### src/rtl/i2c_bm_pkg.sv
package i2c_bm_pkg;

    typedef enum logic [3:0] {
        S_IDLE,
        S_START,
        S_BIT_LO,
        S_BIT_HI,
        S_ACK_LO,
        S_ACK_HI,
        S_HOLD,
        S_STOP_LO,
        S_STOP_HI,
        S_STOP_END,
        S_RS_LO,
        S_RS_HI
    } bm_state_e;

    // base ticks per SCL phase
    localparam int STD_TICKS  = 167;
    localparam int FAST_TICKS = 47;

endpackage

### src/rtl/i2c_bm_phase_timer.sv
module i2c_bm_phase_timer #(
    parameter int TICK_CLKS  = 6,
    parameter int STD_TICKS  = 167,
    parameter int FAST_TICKS = 47
) (
    input  logic clk,
    input  logic rst_n,
    input  logic restart,
    input  logic fast_en,
    input  logic freeze,
    output logic done
);
    localparam int STD_CLKS  = TICK_CLKS * STD_TICKS;
    localparam int FAST_CLKS = TICK_CLKS * FAST_TICKS;
    localparam int CW        = $clog2(STD_CLKS + 1);

    logic [CW-1:0] cnt;

    always_ff @(posedge clk or negedge rst_n) begin
        if (!rst_n) begin
            cnt <= '0;
        end else if (restart) begin
            cnt <= fast_en ? CW'(FAST_CLKS - 1) : CW'(STD_CLKS - 1);
        end else if (!freeze && cnt != '0) begin
            cnt <= cnt - 1'b1;
        end
    end

    assign done = (cnt == '0) && !freeze;

endmodule

### src/rtl/i2c_bm_shifter.sv
module i2c_bm_shifter #(
    parameter int W = 8
) (
    input  logic         clk,
    input  logic         rst_n,
    input  logic         load,
    input  logic [W-1:0] ld_val,
    input  logic         shift,
    input  logic         ser_in,
    output logic [W-1:0] q
);
    always_ff @(posedge clk or negedge rst_n) begin
        if (!rst_n) begin
            q <= '0;
        end else if (load) begin
            q <= ld_val;
        end else if (shift) begin
            q <= {q[W-2:0], ser_in};
        end
    end

endmodule

### src/rtl/i2c_byte_master.sv
module i2c_byte_master
    import i2c_bm_pkg::*;
#(
    parameter int TICK_CLKS = 6,
    parameter int BYTE_W    = 8
) (
    input  logic              clk,
    input  logic              rst_n,
    input  logic              buf_wr,
    input  logic [BYTE_W-1:0] buf_wdata,
    input  logic              buf_rd,
    output logic [BYTE_W-1:0] buf_rdata,
    input  logic              xfer_go,
    input  logic              want_start,
    input  logic              want_stop,
    input  logic              nack_sel,
    input  logic              fast_en,
    output logic              tx_empty_irq,
    output logic              rx_full_irq,
    output logic              bus_err,
    output logic              scl_oe,
    input  logic              scl_in,
    output logic              sda_oe,
    input  logic              sda_in
);
    localparam int BW = $clog2(BYTE_W);

    bm_state_e         state, nxt;
    logic              go_pend, start_q, stop_q, nack_q;
    logic              rd_q, is_addr, tx_empty, rx_full, err_q;
    logic [BW-1:0]     bit_cnt;
    logic [BYTE_W-1:0] dbuf, sh;
    logic              done, restart, freeze;
    logic              tx_byte, ready, take_go, enter_start, byte_end, last_bit;
    logic              scl_oe_c, sda_oe_c;

    assign tx_byte     = is_addr || !rd_q;
    assign ready       = go_pend && !rx_full;
    assign last_bit    = (bit_cnt == BW'(BYTE_W - 1));
    assign restart     = (nxt != state);
    assign enter_start = (nxt == S_START) && (state != S_START);
    assign byte_end    = (state == S_ACK_HI) && done;
    assign take_go     = ((state == S_IDLE) && go_pend) || ((state == S_HOLD) && ready);
    assign freeze      = !scl_oe_c && !scl_in;

    i2c_bm_phase_timer #(
        .TICK_CLKS (TICK_CLKS),
        .STD_TICKS (STD_TICKS),
        .FAST_TICKS(FAST_TICKS)
    ) u_timer (
        .clk    (clk),
        .rst_n  (rst_n),
        .restart(restart),
        .fast_en(fast_en),
        .freeze (freeze),
        .done   (done)
    );

    i2c_bm_shifter #(.W(BYTE_W)) u_shift (
        .clk   (clk),
        .rst_n (rst_n),
        .load  (enter_start || ((state == S_HOLD) && (nxt == S_BIT_LO))),
        .ld_val(dbuf),
        .shift ((state == S_BIT_HI) && done),
        .ser_in(sda_in),
        .q     (sh)
    );

    // next-state logic
    always_comb begin
        nxt = state;
        unique case (state)
            S_IDLE:     if (go_pend && start_q) nxt = S_START;
            S_START:    if (done) nxt = S_BIT_LO;
            S_BIT_LO:   if (done) nxt = S_BIT_HI;
            S_BIT_HI:   if (done) nxt = last_bit ? S_ACK_LO : S_BIT_LO;
            S_ACK_LO:   if (done) nxt = S_ACK_HI;
            S_ACK_HI:   if (done) nxt = S_HOLD;
            S_HOLD: begin
                if (ready) begin
                    if (stop_q)       nxt = S_STOP_LO;
                    else if (err_q)   nxt = S_HOLD;
                    else if (start_q) nxt = S_RS_LO;
                    else              nxt = S_BIT_LO;
                end
            end
            S_STOP_LO:  if (done) nxt = S_STOP_HI;
            S_STOP_HI:  if (done) nxt = S_STOP_END;
            S_STOP_END: if (done) nxt = S_IDLE;
            S_RS_LO:    if (done) nxt = S_RS_HI;
            S_RS_HI:    if (done) nxt = S_START;
            default:    nxt = S_IDLE;
        endcase
    end

    // state register
    always_ff @(posedge clk or negedge rst_n) begin
        if (!rst_n) state <= S_IDLE;
        else        state <= nxt;
    end

    // line drive
    always_comb begin
        scl_oe_c = 1'b0;
        sda_oe_c = 1'b0;
        unique case (state)
            S_START:               sda_oe_c = 1'b1;
            S_BIT_LO: begin
                scl_oe_c = 1'b1;
                sda_oe_c = tx_byte && !sh[BYTE_W-1];
            end
            S_BIT_HI:              sda_oe_c = tx_byte && !sh[BYTE_W-1];
            S_ACK_LO: begin
                scl_oe_c = 1'b1;
                sda_oe_c = !tx_byte && !nack_q;
            end
            S_ACK_HI:              sda_oe_c = !tx_byte && !nack_q;
            S_HOLD, S_RS_LO:       scl_oe_c = 1'b1;
            S_STOP_LO: begin
                scl_oe_c = 1'b1;
                sda_oe_c = 1'b1;
            end
            S_STOP_HI:             sda_oe_c = 1'b1;
            default: begin
                scl_oe_c = 1'b0;
                sda_oe_c = 1'b0;
            end
        endcase
    end

    assign scl_oe = scl_oe_c;
    assign sda_oe = sda_oe_c;

    // buffer, handshake flags and byte bookkeeping
    always_ff @(posedge clk or negedge rst_n) begin
        if (!rst_n) begin
            go_pend  <= 1'b0;
            start_q  <= 1'b0;
            stop_q   <= 1'b0;
            nack_q   <= 1'b0;
            rd_q     <= 1'b0;
            is_addr  <= 1'b0;
            tx_empty <= 1'b0;
            rx_full  <= 1'b0;
            err_q    <= 1'b0;
            bit_cnt  <= '0;
            dbuf     <= '0;
        end else begin
            if (xfer_go) begin
                go_pend <= 1'b1;
                start_q <= want_start;
                stop_q  <= want_stop;
                nack_q  <= nack_sel;
            end else if (take_go) begin
                go_pend <= 1'b0;
            end

            if (enter_start) begin
                rd_q    <= dbuf[0];
                is_addr <= 1'b1;
            end else if (byte_end) begin
                is_addr <= 1'b0;
            end

            if (enter_start)
                bit_cnt <= '0;
            else if ((state == S_BIT_HI) && done)
                bit_cnt <= last_bit ? '0 : bit_cnt + 1'b1;

            if (buf_wr)
                dbuf <= buf_wdata;
            else if (byte_end && !tx_byte)
                dbuf <= sh;

            if (byte_end && tx_byte) tx_empty <= 1'b1;
            else if (buf_wr)         tx_empty <= 1'b0;

            if (byte_end && !tx_byte) rx_full <= 1'b1;
            else if (buf_rd)          rx_full <= 1'b0;

            if ((state == S_IDLE) && enter_start) err_q <= 1'b0;
            else if (byte_end && tx_byte && sda_in) err_q <= 1'b1;
        end
    end

    assign buf_rdata    = dbuf;
    assign tx_empty_irq = tx_empty;
    assign rx_full_irq  = rx_full;
    assign bus_err      = err_q;

endmodule

### config.mk
export PLATFORM = sky130hd
export DESIGN_NAME = i2c_byte_master
export DESIGN_NICKNAME = d
export VERILOG_FILES = /design/src/rtl/i2c_bm_pkg.sv /design/src/rtl/i2c_bm_phase_timer.sv /design/src/rtl/i2c_bm_shifter.sv /design/src/rtl/i2c_byte_master.sv
export SDC_FILE = /design/constraint.sdc
export NUM_CORES = 1
export LEC_CHECK = 0
export BUFFER_PORTS_ARGS = -buffer_cell sky130_fd_sc_hd__buf_2
export CORE_ASPECT_RATIO = 1.2
export CORE_MARGIN = 2
export CORE_UTILIZATION = 56
export DETAILED_ROUTE_END_ITERATION = 8
export GPL_TIMING_DRIVEN = 0
export PLACE_DENSITY = 0.84
export SETUP_SLACK_MARGIN = 0.5
export SLEW_MARGIN = 20
export SYNTH_ARGS = -nofsm -noshare
export SYNTH_HDL_FRONTEND = slang
export SYNTH_SLANG_ARGS = --single-unit
export TNS_END_PERCENT = 100
### constraint.sdc
create_clock -name clk -period 3.5 [get_ports clk]
set_input_delay 0.35 -clock clk [delete_from_list [all_inputs] [get_ports clk]]
set_output_delay 0.35 -clock clk [all_outputs]
set_load 0.02 [all_outputs]
==> flow_summary.json <==
{
  "hp-class": "input pin to async pin",
  "vias_per_cell": 5.62,
  "worst-path-max-fanout": 8,
  "clk_latency_ns": 0.30,
  "antenna_found_initial": 0,
  "yosys_warnings": 0,
  "clock.fmax_mhz": 346,
  "portBuffers": 31,
  "synth_top_area_share_pct": 45.6,
  "vias": 1827,
  "cp.required_ns": 3.68,
  "clock_path_buffers": 2,
  "wirelength_um": 4510,
  "setup.worst_path.start_class": "flop",
  "ys_seq_elements": 42,
  "dr.pass1.iters": 4,
  "grt_max_degree": 43,
  "crit_arrival_ns": 3.07,
  "peakVddDrop_v": 0.000399,
  "path_cells": "inv_1 -> ha_1 -> or4b_4 -> or3_4 -> or4b_4 -> o21ai_4 -> nor2_2 -> o21ai_4 -> mux2_2",
  "netlist_area_mm2": 0.00230,
  "seq_power_share_pct": 49.9,
  "post-route-util_pct": 66.8,
  "critPathMaxStageDelay_ns": 0.54,
  "final_nets": 293,
  "drive_gt1_share_pct": 24.0,
  "first_global_vias": 1693,
  "synth-edff-count": 0,
  "p_switching_mw": 0.474,
  "grt_pass1_wl_um": 7490,
  "synth_top_area_cell": "dfrtp_1",
  "power.share.clock_pct": 22.1,
  "drv_slew": 0,
  "critPathKind": "flop to flop",
  "fp-row-count": 25,
  "ant_nets": 0,
  "slowest_stage": "or4b_4",
  "setup_viol": 0,
  "synth-async-reset-ratio_pct": 100,
  "yosysSeqAreaShare_pct": 45.6,
  "p_per_area_mw_per_mm2": 553,
  "ys_types": 52,
  "overflow": 0,
  "cap_viol_max_count": 0,
  "drtIter0Drc": 98,
  "htree_levels": 2,
  "avgSynthCellArea_um2": 9.97,
  "slew_headroom_pct": 35.7,
  "rsz0062_at_grt": "no",
  "tns_ns": 0,
  "period_share_pct": 82.5,
  "yosys-top-cells-area": "dfrtp_1 46%, mux2i_1 7.4%, nand2_1 6.7%",
  "dieArea_mm2": 0.00464,
  "internal-power_mw": 0.983,
  "tightestPinTransition_ns": 0.965,
  "initial_core_util_pct": 58.4,
  "routedWlPerCell_um": 13.9,
  "die_h_um": 74.3,
  "clock-skew-final_ns": 0.0120,
  "cts_tree": "done",
  "hold_violations": 0,
  "fillCellCount": 340,
  "swShare_pct": 32.5,
  "syn_to_final_growth_pct": 14.3,
  "cts_buffers": 5,
  "gp_congestion": 0.899,
  "final_cell_mix": "42 x dfrtp_1, 41 x nand2_1, 32 x buf_2",
  "p_leak_nw": 1.22,
  "final_common_cell": "dfrtp_1",
  "p_comb_share_pct": 27.9,
  "grt_use_total_pct": 20.8,
  "die_w_um": 62.5,
  "cts_hold_buffers": 0,
  "dp_hpwl_um": 3320,
  "synth_top_flop_cell": "dfrtp_1",
  "drc": 0,
  "clock_sinks": 42,
  "cp-end-kind": "flop",
  "diodes": 0,
  "root_buffer": "clkbuf_8",
  "layout_min_cycle_time_ns": 2.89,
  "coreArea_mm2": 0.00394,
  "num_io_pins": 32,
  "netlist_instances": 231,
  "outcome": "finished, final reports clean",
  "syn-num-nets": 254,
  "path_clk_slew_ns": 0.08
}
## final timing paths
path | startpoint | end | slack [ns] | depth (start not counted)
min | rst_n | state[3] | 0.18 | 1
max reg2reg | u_timer.cnt[0] | u_shift.q[4] | 0.61 | 9
min reg2reg | go_pend | go_pend | 0.51 | 1
min in group clk | buf_wdata[1] | buf_rdata[1] | 0.26 | 3
max in group asynchronous | rst_n | u_shift.q[4] | 2.74 | 1
max | u_timer.cnt[0] | u_shift.q[4] | 0.61 | 9
## synthesized netlist by cell type (all sizes together) (2+ instances only)
cell type,number
clkbuf,4
mux2i,17
nand2,41
ha,4
or4b,2
nand3b,2
buf,3
or3,4
xnor2,4
nand4,3
nor3b,2
mux2,12
nand3,3
nand2b,4
o22ai,2
inv,5
or4,2
xor2,5
dfrtp,42
and2,2
nor3,3
a21oi,7
a21o,4
nor2b,5
nor2,18
o21ai,16
## area by class of cell
type	count	area [um^2]	share of cell area, %
Buffer	7	35.0	1.33
Clock buffer	7	86.3	3.28
Clock inverter	1	5.00	0.190
Inverter	5	18.8	0.713
Multi-Input combinational cell	177	1210	45.8
Sequential cell	42	1050	39.9
Tap cell	54	67.6	2.57
Timing Repair Buffer	32	163	6.18
## worst max-delay path: cells and delay by family (launching register included)
family / cells / cell delay (ns)
AO/OA/AOI/OAI: 2 / 0.29
buffers and inverters: 1 / 0.10
AND/OR/NAND/NOR: 4 / 1.44
flip-flops: 1 / 0.41
multiplexers: 1 / 0.38
adder cells (fa/ha/maj): 1 / 0.15
## timing repair
item / CTS / global route
endpoints found under the hold margin: 0 / 0
setup buffers: 0 / 1
setup endpoints to repair: 0 / 16
resized for setup: 0 / 2
## state kept, by name, summed over array words and instances, names as in the netlist
register and flops:
state 4, start_q 1, u_timer.cnt 10, rd_q 1, u_shift.q 8, go_pend 1
bus_err 1, buf_rdata 8, tx_empty_irq 1, nack_q 1, is_addr 1, rx_full_irq 1
bit_cnt 3, stop_q 1
## stage by stage
stage	area [um^2]	power [mW]	worst slack, ns	hold slack [ns]	instances
after floorplan	2300	1.02	0.755	0.0544	231
final	2630	1.46	0.613	0.182	325
after CTS	2620	1.46	0.550	0.214	324
after detailed placement	2530	1.14	0.566	0.494	316
after global placement	2530	1.11	0.601	0.486	316
after global routing	2630	1.55	0.532	0.268	325
## routing by layer
metal | global-route usage (%) | vias to the layer above | share of wire, %
li1 | - | 900 | -
met1 | 24.1 | 859 | 42
met2 | 36.6 | 60 | 51
met3 | 4.84 | 8 | 5.3
met4 | 10.6 | 0 | 2.0
met5 | 0 | - | 0
## power groups by stage
| stage | combinational, mW | sequential, mW | clock, mW |
|---|---|---|---|
| 2_1_floorplan | 0.304 | 0.715 | 0 |
| 3_3_place_gp | 0.381 | 0.729 | 0 |
| 3_5_place_dp | 0.401 | 0.735 | 0 |
| 4_1_cts | 0.404 | 0.725 | 0.330 |
| 5_1_grt | 0.456 | 0.747 | 0.345 |
| 6_report | 0.407 | 0.728 | 0.323 |
## cells by family after synthesis
family	share of synthesized area (%)
simple gates	20.8
xor+xnor	3.42
fa+ha+maj	2.17
flops	45.6
mux	13.4
buf+inv	2.34
compound gates	12.2
Note: power is estimated with default switching activity, not from simulation.
